### src/rtl/eprom_rd_pkg.sv
package eprom_rd_pkg;

  typedef enum logic [1:0] {
    ST_IDLE   = 2'd0,
    ST_ACCESS = 2'd1,
    ST_FLOAT  = 2'd2
  } rd_state_e;

  // whole clock cycles needed to cover a delay, rounded up
  function automatic int cycles_for(input int delay_ps, input int clk_ps);
    return (delay_ps + clk_ps - 1) / clk_ps;
  endfunction

endpackage

### src/rtl/eprom_bank_dec.sv
module eprom_bank_dec #(
  parameter int BANK_W    = 2,
  parameter int NUM_BANKS = 1 << BANK_W
) (
  input  logic [BANK_W-1:0]    bank_sel,
  input  logic                 en,
  output logic [NUM_BANKS-1:0] sel_n
);

  for (genvar g = 0; g < NUM_BANKS; g++) begin : g_bank
    assign sel_n[g] = ~(en && (bank_sel == BANK_W'(g)));
  end

endmodule

### src/rtl/eprom_cycle_timer.sv
module eprom_cycle_timer #(
  parameter int CNT_W = 4
) (
  input  logic             clk,
  input  logic             rst_n,
  input  logic             clr,
  input  logic             en,
  output logic [CNT_W-1:0] cnt_q,
  output logic [CNT_W-1:0] cnt_d
);

  always_comb begin
    cnt_d = cnt_q;
    if (clr)     cnt_d = '0;
    else if (en) cnt_d = cnt_q + CNT_W'(1);
  end

  always_ff @(posedge clk or negedge rst_n) begin
    if (!rst_n) cnt_q <= '0;
    else        cnt_q <= cnt_d;
  end

endmodule

### src/rtl/eprom_rd_seq.sv
module eprom_rd_seq
  import eprom_rd_pkg::*;
#(
  parameter int ACC_CYC = 11,
  parameter int OE_CYC  = 6,
  parameter int FLT_CYC = 6,
  parameter int CNT_W   = 4
) (
  input  logic             clk,
  input  logic             rst_n,
  input  logic             req_valid,
  output logic             req_ready,
  input  logic [CNT_W-1:0] cnt_q,
  input  logic [CNT_W-1:0] cnt_d,
  output logic             tmr_clr,
  output logic             tmr_en,
  output logic             ce_act_d,
  output logic             oe_n_q,
  output logic             capture
);

  localparam int ACC_LAST = ACC_CYC - 1;
  localparam int FLT_LAST = (FLT_CYC > 0) ? FLT_CYC - 1 : 0;
  localparam int OE_START = ACC_CYC - OE_CYC;

  rd_state_e state_q, state_d;
  logic      oe_n_d;

  assign req_ready = (state_q == ST_IDLE);

  always_comb begin
    state_d = state_q;
    tmr_clr = 1'b0;
    tmr_en  = 1'b0;
    capture = 1'b0;
    unique case (state_q)
      ST_IDLE: begin
        if (req_valid) begin
          state_d = ST_ACCESS;
          tmr_clr = 1'b1;
        end
      end
      ST_ACCESS: begin
        if (cnt_q == CNT_W'(ACC_LAST)) begin
          capture = 1'b1;
          tmr_clr = 1'b1;
          state_d = (FLT_CYC == 0) ? ST_IDLE : ST_FLOAT;
        end else begin
          tmr_en = 1'b1;
        end
      end
      ST_FLOAT: begin
        if (cnt_q == CNT_W'(FLT_LAST)) begin
          state_d = ST_IDLE;
          tmr_clr = 1'b1;
        end else begin
          tmr_en = 1'b1;
        end
      end
      default: state_d = ST_IDLE;
    endcase
  end

  // strobe covers the tail of the select window
  assign ce_act_d = (state_d == ST_ACCESS);
  assign oe_n_d   = !(ce_act_d && (cnt_d >= CNT_W'(OE_START)));

  always_ff @(posedge clk or negedge rst_n) begin
    if (!rst_n) begin
      state_q <= ST_IDLE;
      oe_n_q  <= 1'b1;
    end else begin
      state_q <= state_d;
      oe_n_q  <= oe_n_d;
    end
  end

  // the window counter never passes the last access cycle
  a_r4_cnt_in_window: assert property (@(posedge clk) disable iff (!rst_n)
    (state_q == ST_ACCESS) |-> (cnt_q <= CNT_W'(ACC_LAST)));

  // the strobe is only ever active inside an access
  a_r5_oe_only_access: assert property (@(posedge clk) disable iff (!rst_n)
    !oe_n_q |-> (state_q == ST_ACCESS));

  // a taken request always starts an access
  a_r3_accept_starts: assert property (@(posedge clk) disable iff (!rst_n)
    (req_valid && req_ready) |=> (state_q == ST_ACCESS));

endmodule

### src/rtl/eprom_rd_ctrl.sv
module eprom_rd_ctrl
  import eprom_rd_pkg::*;
#(
  parameter int ADDR_W    = 18,
  parameter int DATA_W    = 8,
  parameter int BANK_W    = 2,
  parameter int T_CLK_PS  = 5000,
  parameter int T_ACC_PS  = 55000,
  parameter int T_OE_PS   = 30000,
  parameter int T_FLT_PS  = 30000
) (
  input  logic                       clk,
  input  logic                       rst_n,
  input  logic                       req_valid,
  output logic                       req_ready,
  input  logic [BANK_W+ADDR_W-1:0]   req_addr,
  output logic                       rsp_done,
  output logic [DATA_W-1:0]          rsp_data,
  output logic [ADDR_W-1:0]          mem_addr,
  output logic [(1<<BANK_W)-1:0]     mem_ce_n,
  output logic                       mem_oe_n,
  input  logic [DATA_W-1:0]          mem_dq_in
);

  localparam int NUM_BANKS = 1 << BANK_W;
  localparam int ACC_RAW   = cycles_for(T_ACC_PS, T_CLK_PS);
  localparam int ACC_CYC   = (ACC_RAW < 1) ? 1 : ACC_RAW;
  localparam int OE_RAW    = cycles_for(T_OE_PS, T_CLK_PS);
  localparam int OE_CYC    = (OE_RAW < 1) ? 1 : ((OE_RAW > ACC_CYC) ? ACC_CYC : OE_RAW);
  localparam int FLT_CYC   = cycles_for(T_FLT_PS, T_CLK_PS);
  localparam int MAX_CYC   = (ACC_CYC > FLT_CYC) ? ACC_CYC : FLT_CYC;
  localparam int CNT_W     = $clog2(MAX_CYC + 1);

  logic [CNT_W-1:0]     cnt_q, cnt_d;
  logic                 tmr_clr, tmr_en, ce_act_d, capture, accept;
  logic [BANK_W-1:0]    bank_q, bank_d;
  logic [ADDR_W-1:0]    addr_q, addr_d;
  logic [NUM_BANKS-1:0] ce_n_d, ce_n_q;
  logic                 done_q;
  logic [DATA_W-1:0]    data_q;

  eprom_cycle_timer #(.CNT_W(CNT_W)) u_timer (
    .clk   (clk),
    .rst_n (rst_n),
    .clr   (tmr_clr),
    .en    (tmr_en),
    .cnt_q (cnt_q),
    .cnt_d (cnt_d)
  );

  eprom_rd_seq #(
    .ACC_CYC (ACC_CYC),
    .OE_CYC  (OE_CYC),
    .FLT_CYC (FLT_CYC),
    .CNT_W   (CNT_W)
  ) u_seq (
    .clk       (clk),
    .rst_n     (rst_n),
    .req_valid (req_valid),
    .req_ready (req_ready),
    .cnt_q     (cnt_q),
    .cnt_d     (cnt_d),
    .tmr_clr   (tmr_clr),
    .tmr_en    (tmr_en),
    .ce_act_d  (ce_act_d),
    .oe_n_q    (mem_oe_n),
    .capture   (capture)
  );

  assign accept = req_valid && req_ready;

  always_comb begin
    bank_d = bank_q;
    addr_d = addr_q;
    if (accept) begin
      bank_d = req_addr[BANK_W+ADDR_W-1:ADDR_W];
      addr_d = req_addr[ADDR_W-1:0];
    end
  end

  // selects decoded from next state, then registered: no glitches at the pins
  eprom_bank_dec #(.BANK_W(BANK_W), .NUM_BANKS(NUM_BANKS)) u_dec (
    .bank_sel (bank_d),
    .en       (ce_act_d),
    .sel_n    (ce_n_d)
  );

  always_ff @(posedge clk or negedge rst_n) begin
    if (!rst_n) begin
      bank_q <= '0;
      addr_q <= '0;
      ce_n_q <= '1;
      done_q <= 1'b0;
    end else begin
      bank_q <= bank_d;
      addr_q <= addr_d;
      ce_n_q <= ce_n_d;
      done_q <= capture;
    end
  end

  always_ff @(posedge clk or negedge rst_n) begin
    if (!rst_n)       data_q <= '0;
    else if (capture) data_q <= mem_dq_in;
  end

  assign mem_addr = addr_q;
  assign mem_ce_n = ce_n_q;
  assign rsp_done = done_q;
  assign rsp_data = data_q;

  // released-select run length, for the float-gap check
  logic [CNT_W-1:0] rel_run_q;
  always_ff @(posedge clk or negedge rst_n) begin
    if (!rst_n) rel_run_q <= CNT_W'(FLT_CYC);
    else if (&mem_ce_n) begin
      if (rel_run_q < CNT_W'(FLT_CYC)) rel_run_q <= rel_run_q + CNT_W'(1);
    end else rel_run_q <= '0;
  end

  // never two devices selected
  a_r2_one_select: assert property (@(posedge clk) disable iff (!rst_n)
    $onehot0(~mem_ce_n));

  // strobe low implies some device selected
  a_r5_oe_needs_ce: assert property (@(posedge clk) disable iff (!rst_n)
    !mem_oe_n |-> !(&mem_ce_n));

  // while able to take a request the bus is released
  a_r3_ready_released: assert property (@(posedge clk) disable iff (!rst_n)
    req_ready |-> ((&mem_ce_n) && mem_oe_n));

  // completion is a single-cycle pulse
  a_r6_done_pulse: assert property (@(posedge clk) disable iff (!rst_n)
    rsp_done |=> !rsp_done);

  // address held while a select stays low
  a_r7_addr_stable: assert property (@(posedge clk) disable iff (!rst_n)
    (!(&mem_ce_n) && !$past(&mem_ce_n)) |-> $stable(mem_addr));

  // a select only falls after the float time has elapsed
  a_r8_float_gap: assert property (@(posedge clk) disable iff (!rst_n)
    (!(&mem_ce_n) && $past(&mem_ce_n)) |-> (rel_run_q >= CNT_W'(FLT_CYC)));

endmodule

### config.mk
export PLATFORM = sky130hd
export DESIGN_NAME = eprom_rd_ctrl
export DESIGN_NICKNAME = d
export VERILOG_FILES = /design/src/rtl/eprom_rd_pkg.sv /design/src/rtl/eprom_bank_dec.sv /design/src/rtl/eprom_cycle_timer.sv /design/src/rtl/eprom_rd_seq.sv /design/src/rtl/eprom_rd_ctrl.sv
export SDC_FILE = /design/constraint.sdc
export NUM_CORES = 1
export LEC_CHECK = 0
export BUFFER_PORTS_ARGS = -buffer_cell sky130_fd_sc_hd__buf_2
export CAP_MARGIN = 10
export CORE_MARGIN = 8
export CORE_UTILIZATION = 35
export CTS_CLUSTER_SIZE = 20
export DETAILED_ROUTE_END_ITERATION = 10
export GPL_ROUTABILITY_DRIVEN = 0
export GPL_TIMING_DRIVEN = 0
export PLACE_DENSITY = 0.66
export SKIP_LAST_GASP = 1
export SYNTH_ARGS = -nofsm -noshare
export SYNTH_HDL_FRONTEND = slang
export SYNTH_SLANG_ARGS = --single-unit
### constraint.sdc
create_clock -name clk -period 1.68 [get_ports clk]
set_input_delay 0.42 -clock clk [delete_from_list [all_inputs] [get_ports clk]]
set_output_delay 0.42 -clock clk [all_outputs]
set_load 0.1 [all_outputs]
# ---- After elaboration in Yosys (flattened, before gate mapping)
# Index checks and enable logic that the tools add are counted.
dict set report totals {
  reg_bits 40
  input_bits 31
  word_cells 46
}
dict set report classes {
  addsub 1
  order_cmp 1
  eq_ne 8
  n_mux 15
  bitwise 4
  reduce_logical 9
}
# op n
set op_table {}
lappend op_table {{$mux 2} 4}
lappend op_table {{$mux 4} 2}
lappend op_table {{$eq 2x1->1 const B} 3}
lappend op_table {{$eq 2x2->1 const B} 3}
lappend op_table {{$logic_and 1x1->1} 6}
lappend op_table {{$mux 1} 6}
lappend op_table {{$pmux 2 s3} 1}
lappend op_table {{$add 4x1->4 const B} 1}
lappend op_table {{$eq 4x3->1 const B} 1}
lappend op_table {{$eq 4x4->1 const B} 1}
lappend op_table {{$ge 4x3->1 const B} 1}
lappend op_table {{$logic_not 2->1} 2}
lappend op_table {{$not 1->1} 4}
lappend op_table {{$pmux 1 s3} 1}
lappend op_table {{$pmux 1 s2} 1}
lappend op_table {{$logic_not 1->1} 1}

# ---- Longest topological paths before layout
dict set report depth {
  word_depth 8
  mapped_depth 7
  ltp_nobuf 7
}

# ---- Modules after synthesis
# A second synthesis with hierarchy kept.
dict set report hier_totals {
  cells_unflattened 116
  area_unflattened_um2 1775.5
}
# module n_inst cells_each area_each_um2
set modules_own_cells {}
lappend modules_own_cells {eprom_rd_ctrl 1 65 1255.0}
lappend modules_own_cells {eprom_rd_seq 1 31 299.0}
lappend modules_own_cells {eprom_cycle_timer 1 16 192.7}
lappend modules_own_cells {eprom_bank_dec 1 4 28.8}

# ---- Least setup slack after synthesis
# No wires, ideal clock.
dict set report synth_path {
  kind {reg2reg}
  startpoint {reg u_seq.state_q[0]}
  endpoint {reg ce_n_q[0], in the netlist mem_ce_n[0]}
  setup_ns 0.091
  arrival_time_ns 2.211
  required_time_ns 1.589
  setup_slack_ns -0.623
  stages_incl_launch_ff 8
  synth_period_minus_slack_ns 2.303
  cell_sequence {dfrtp_1 inv_1 ha_1 inv_1 or3_1 o41ai_2 o21a_1 nand3_1}
}
dict set report synth_via {
  word_cells_on_any_way 13
  cone_classes {eq/ne: 3; mux: 5; bitwise: 1; reduce/logical: 4}
}
# element line
set synth_lines {}
lappend synth_lines {{start: declaration} eprom_rd_seq.sv:26} ;# rd_state_e state_q, state_d;
lappend synth_lines {{start signal: assignment} eprom_rd_seq.sv:73} ;# state_q <= state_d;
lappend synth_lines {{$logic_not 2->1} eprom_rd_seq.sv:29} ;# assign req_ready = (state_q == ST_IDLE);
lappend synth_lines {{net req_ready} eprom_rd_ctrl.sv:15} ;# output logic req_ready,
lappend synth_lines {{$pmux 2 s3} eprom_rd_seq.sv:36} ;# unique case (state_q)
lappend synth_lines {{net u_seq.state_d[0]} eprom_rd_seq.sv:26}
lappend synth_lines {{$eq 2x1->1} eprom_rd_seq.sv:65} ;# assign ce_act_d = (state_d == ST_ACCESS);
lappend synth_lines {{$logic_and 1x1->1} eprom_bank_dec.sv:11} ;# assign sel_n[g] = ~(en && (bank_sel == BANK_W'(g)));
lappend synth_lines {{$not 1->1} eprom_bank_dec.sv:11}
lappend synth_lines {{net ce_n_d[0]} eprom_rd_ctrl.sv:38} ;# logic [NUM_BANKS-1:0] ce_n_d, ce_n_q;
lappend synth_lines {{end signal: assignment} eprom_rd_ctrl.sv:97} ;# ce_n_q <= ce_n_d;
lappend synth_lines {{end: declaration} eprom_rd_ctrl.sv:38}
# The timed path passes the listed nets, and every way through them passes these cells.
# A chain may end at the register's enable or synchronous reset.

# ---- Worst setup path in the final report
dict set report layout_path {
  startpoint {reg u_seq.state_q[1]}
  endpoint {reg u_seq.oe_n_q}
}
dict set report layout_via {
  elab_chain_cells 7
  word_cells_on_any_way 15
  cone_classes {order compare: 1; eq/ne: 3; mux: 8; reduce/logical: 3}
}
# element line
set layout_rtl {}
lappend layout_rtl {{$eq 2x2->1 / $eq 2x1->1 (equally long branches)} eprom_rd_seq.sv:36}
lappend layout_rtl {{$pmux 1 s2} eprom_rd_seq.sv:36}
lappend layout_rtl {{$mux 4} eprom_cycle_timer.sv:15} ;# else if (en) cnt_d = cnt_q + CNT_W'(1);
lappend layout_rtl {{$mux 4} eprom_cycle_timer.sv:14} ;# if (clr) cnt_d = '0;
lappend layout_rtl {{$ge 4x3->1} eprom_rd_seq.sv:66} ;# assign oe_n_d = !(ce_act_d && (cnt_d >= CNT_W'(OE_START)));
lappend layout_rtl {{$logic_and 1x1->1 (*)} eprom_rd_seq.sv:66}
lappend layout_rtl {{$logic_not 1->1 (*)} eprom_rd_seq.sv:66}
lappend layout_rtl {{net u_seq.oe_n_d} eprom_rd_seq.sv:27} ;# logic oe_n_d;
lappend layout_rtl {{end signal: assignment} eprom_rd_seq.sv:74} ;# oe_n_q <= oe_n_d;
lappend layout_rtl {{end: declaration} eprom_rd_seq.sv:18} ;# output logic oe_n_q,
# The timed path passes the listed nets; every way through them passes the cells marked *.

==> impl_results.rst <==
.. list-table::
   :header-rows: 1

   * - Metric
     - Value
   * - Status
     - finished with violations
   * - Violated checks
     - negative setup slack
   * - Wire length of the first global-routing pass
     - 6620 um
   * - Aggregate routed wire length
     - 4240 um
   * - Post-DRT Antenna Nets
     - 0
   * - Number of register bits inferred by synthesis
     - 40
   * - Width of the chip
     - 87.2 um
   * - Count of vias placed by the detailed router
     - 1387
   * - Placed insts
     - 283
   * - Std cell rows
     - 26
   * - Distinct cell type count of the synthesized netlist
     - 32
   * - Area Growth Syn to Fin
     - 45.3%
   * - Slew @ Worst Pin
     - 0.868 ns
   * - Final setup skew
     - 0.00180 ns
   * - Via density per instance
     - 4.56
   * - Filler cell count in the final layout
     - 466
   * - Instance area after placement
     - 2190 sq um
   * - Final non-filler cell total
     - 304
   * - Leading cell types in the layout, fill and taps excluded
     - buf_2, dfrtp_1, nand2_1
   * - Peak fanout along the critical path
     - 5
   * - Number of enable-type register cells in the synthesized netlist
     - 0
   * - Fraction of synthesized cell area in xor and xnor cells
     - 0.988%
   * - Final std cell area, no fill
     - 2580 sq um
   * - Die Height
     - 87.2 um
   * - Minimum setup slack after placement
     - -0.149 ns
   * - Share of synthesized cell area in full adder, half adder and majority cells
     - 5.58%
   * - Final total negative setup slack
     - -0.00698 ns
   * - Unrepaired setup endpoints after global routing
     - true
   * - Share of synthesized flip-flops with an asynchronous set or reset
     - 100%
   * - Number of warning messages in the yosys log
     - 0
   * - Initial Utilization
     - 35.4%
   * - Req. time, crit path
     - 1.91 ns
   * - Cell area after synthesis
     - 1770 sq um
   * - Number of failing hold endpoints at the final stage
     - 0
   * - Maximum clock frequency
     - 594 MHz
   * - Synth Area per Inst
     - 11.8 sq um
   * - CTS clock-pin slew for the worst setup and hold paths
     - 0.07 ns
   * - CTS tree
     - built
   * - Area occupied by multi-input gates
     - 855 sq um
   * - Routed wirelength normalized by instance count
     - 13.9 um
   * - Post-Synthesis Cells
     - 150
   * - Overflow left after global routing
     - 0
   * - Input/output buffers
     - 63
   * - Worst min-delay path category
     - in2async
   * - Sort of element at the end of the critical path
     - flop
   * - Worst path slowest cell
     - dfrtp_1
   * - Global-route total usage across every layer
     - 11.2%
   * - Number of DRC markers after the initial detailed-route iteration
     - 65
   * - Diode insertion count for antenna repair
     - 0
   * - Most common cell after layout, fill and taps aside
     - buf_2
   * - Area of the placeable core
     - 5010 sq um
   * - Dominant combinational cell family by area after synthesis
     - simple AND/OR/NAND/NOR gates
   * - Register area share after synthesis
     - 56.8%
   * - Cells along the critical path
     - inv_2, ha_4, nand4bb_4, nand3b_4, maj3_2, a211o_1, nand3_2
   * - Seq. cell area
     - 1010 sq um
   * - Synth Net Count
     - 188
   * - Ratio of cells with drive above 1 in the final layout
     - 61.1%
   * - Pin count of the biggest net entering global routing
     - 41
   * - Root cell of the clock tree
     - clkbuf_8
   * - Clock H-tree levels
     - 2
   * - Longest individual stage delay on the worst path
     - 0.42 ns
   * - Via count of the first global-routing pass
     - 1381
   * - Post-route DRC
     - 0
   * - Count of pins on the block boundary
     - 64
   * - Sort of element at the start of the critical path
     - flop
   * - Post-layout min period
     - 1.68 ns
   * - Post-DP HPWL
     - 2880 um
   * - Max-slew violations
     - 0
   * - PnR worst setup slack
     - -0.00410 ns
   * - Initial DRT Pass Iterations
     - 4
   * - CTS max path bufs
     - 2
   * - Floorplan die area
     - 7600 sq um
   * - Max-capacitance violation count
     - 0
   * - Post-Synth Simple-Gate Area
     - 14.2%
   * - Final Setup Violations
     - 3
   * - Clock Sink Count
     - 40
   * - Nets@finish
     - 271
   * - Share of the clock period used by the worst path after layout
     - 100%
   * - Worst setup path class
     - reg2reg
   * - Clock buffers created by TritonCTS
     - 5
   * - Compound-gate portion of the synthesized area
     - 6.56%
   * - Clock latency on the worst-skew pair
     - 0.29 ns
   * - Post-synth top flop
     - dfrtp_1
   * - Arrival time at the worst endpoint
     - 1.92 ns
   * - Initial antenna violation count
     - 0
   * - Max transition margin
     - 42.2%
   * - Post-synthesis mux area share
     - 12.6%
state kept, by name, indices dropped and copies added (netlist names):
register / count
mem_addr: 18
mem_ce_n: 4
u_seq.state_q: 2
u_seq.oe_n_q: 1
bank_q: 2
rsp_done: 1
u_timer.cnt_q: 4
rsp_data: 8
cell usage after synthesis, types with 2 or more instances:
| library cell | count | area share [%] |
|---|---|---|
| a211oi_1 | 3 | 1.3 |
| dfrtp_1 | 35 | 49 |
| nand2_1 | 27 | 5.7 |
| a21oi_1 | 5 | 1.4 |
| buf_2 | 2 | 0.56 |
| a31oi_1 | 2 | 0.71 |
| inv_1 | 9 | 1.9 |
| mux2i_1 | 2 | 1.1 |
| ha_1 | 7 | 4.9 |
| a211o_1 | 2 | 0.99 |
| mux2_2 | 18 | 11 |
| o21ai_0 | 3 | 0.85 |
| nand4b_1 | 2 | 0.99 |
| dfstp_2 | 5 | 7.4 |
| nand3_1 | 4 | 1.1 |
| nor2_1 | 7 | 1.5 |
| xnor2_1 | 2 | 0.99 |
timing repair:
action,4_1_cts,5_1_grt
resized for setup,24,20
setup buffers,6,7
hold buffers,0,0
pin swaps,7,6
endpoints found under the setup margin,11,26
critical path: cells and delay by family, from the launching register on:
family          cells  cell delay, ns
compound gates      1            0.26
fa+ha+maj           2            0.50
buf+inv             1            0.12
flops               1            0.42
simple gates        3            0.32
layer usage:
metal | track usage [%] | wire length (um)
met1 | 12.9 | 1640
met2 | 18.2 | 2150
met3 | 3.68 | 361
met4 | 5.16 | 84
met5 | 0 | 0
final timing paths:
kind / from / endpoint / slack (ns) / depth (start not counted)
max: u_seq.state_q[1]$_DFF_PN0_ / u_seq.oe_n_q$_DFF_PN1_ / -0.004 / 7
min: rst_n / mem_addr[10]$_DFFE_PN0N_ / 0.24 / 1
max reg2reg: u_seq.state_q[1]$_DFF_PN0_ / u_seq.oe_n_q$_DFF_PN1_ / -0.004 / 7
min reg2reg: rsp_data[5]$_DFFE_PN0P_ / rsp_data[5]$_DFFE_PN0P_ / 0.47 / 2
max in group asynchronous: rst_n / u_timer.cnt_q[0]$_DFF_PN0_ / 0.85 / 1
min in group clk: mem_dq_in[0] / rsp_data[0]$_DFFE_PN0P_ / 0.32 / 3
cells by family (layout without fill, tap and decap cells):
kind of cell,Yosys count,in the layout
flops,40,40
simple gates,49,49
fa+ha+maj,8,8
buf+inv,14,98
compound gates,17,17
mux,20,20
xor+xnor,2,2
cell type report:
cell class | count | area share (%)
multi-input combinational | 96 | 33.2
tap | 70 | 3.40
buffer | 4 | 1.31
timing repair buffer | 76 | 17.1
sequential | 40 | 39.2
clock buffer | 6 | 2.82
clock inverter | 2 | 1.36
inverter | 10 | 1.55
stage by stage:
step,hold slack (ns),utilization [%]
after global routing,0.320,51.4
final,0.243,51.4
after CTS,0.275,48.8
after floorplan,0.124,-
after detailed placement,0.458,43.8
after global placement,0.454,43.8
Power is not shown: default switching activity piles up to over one toggle a cycle in this logic, so the estimate is an artifact.
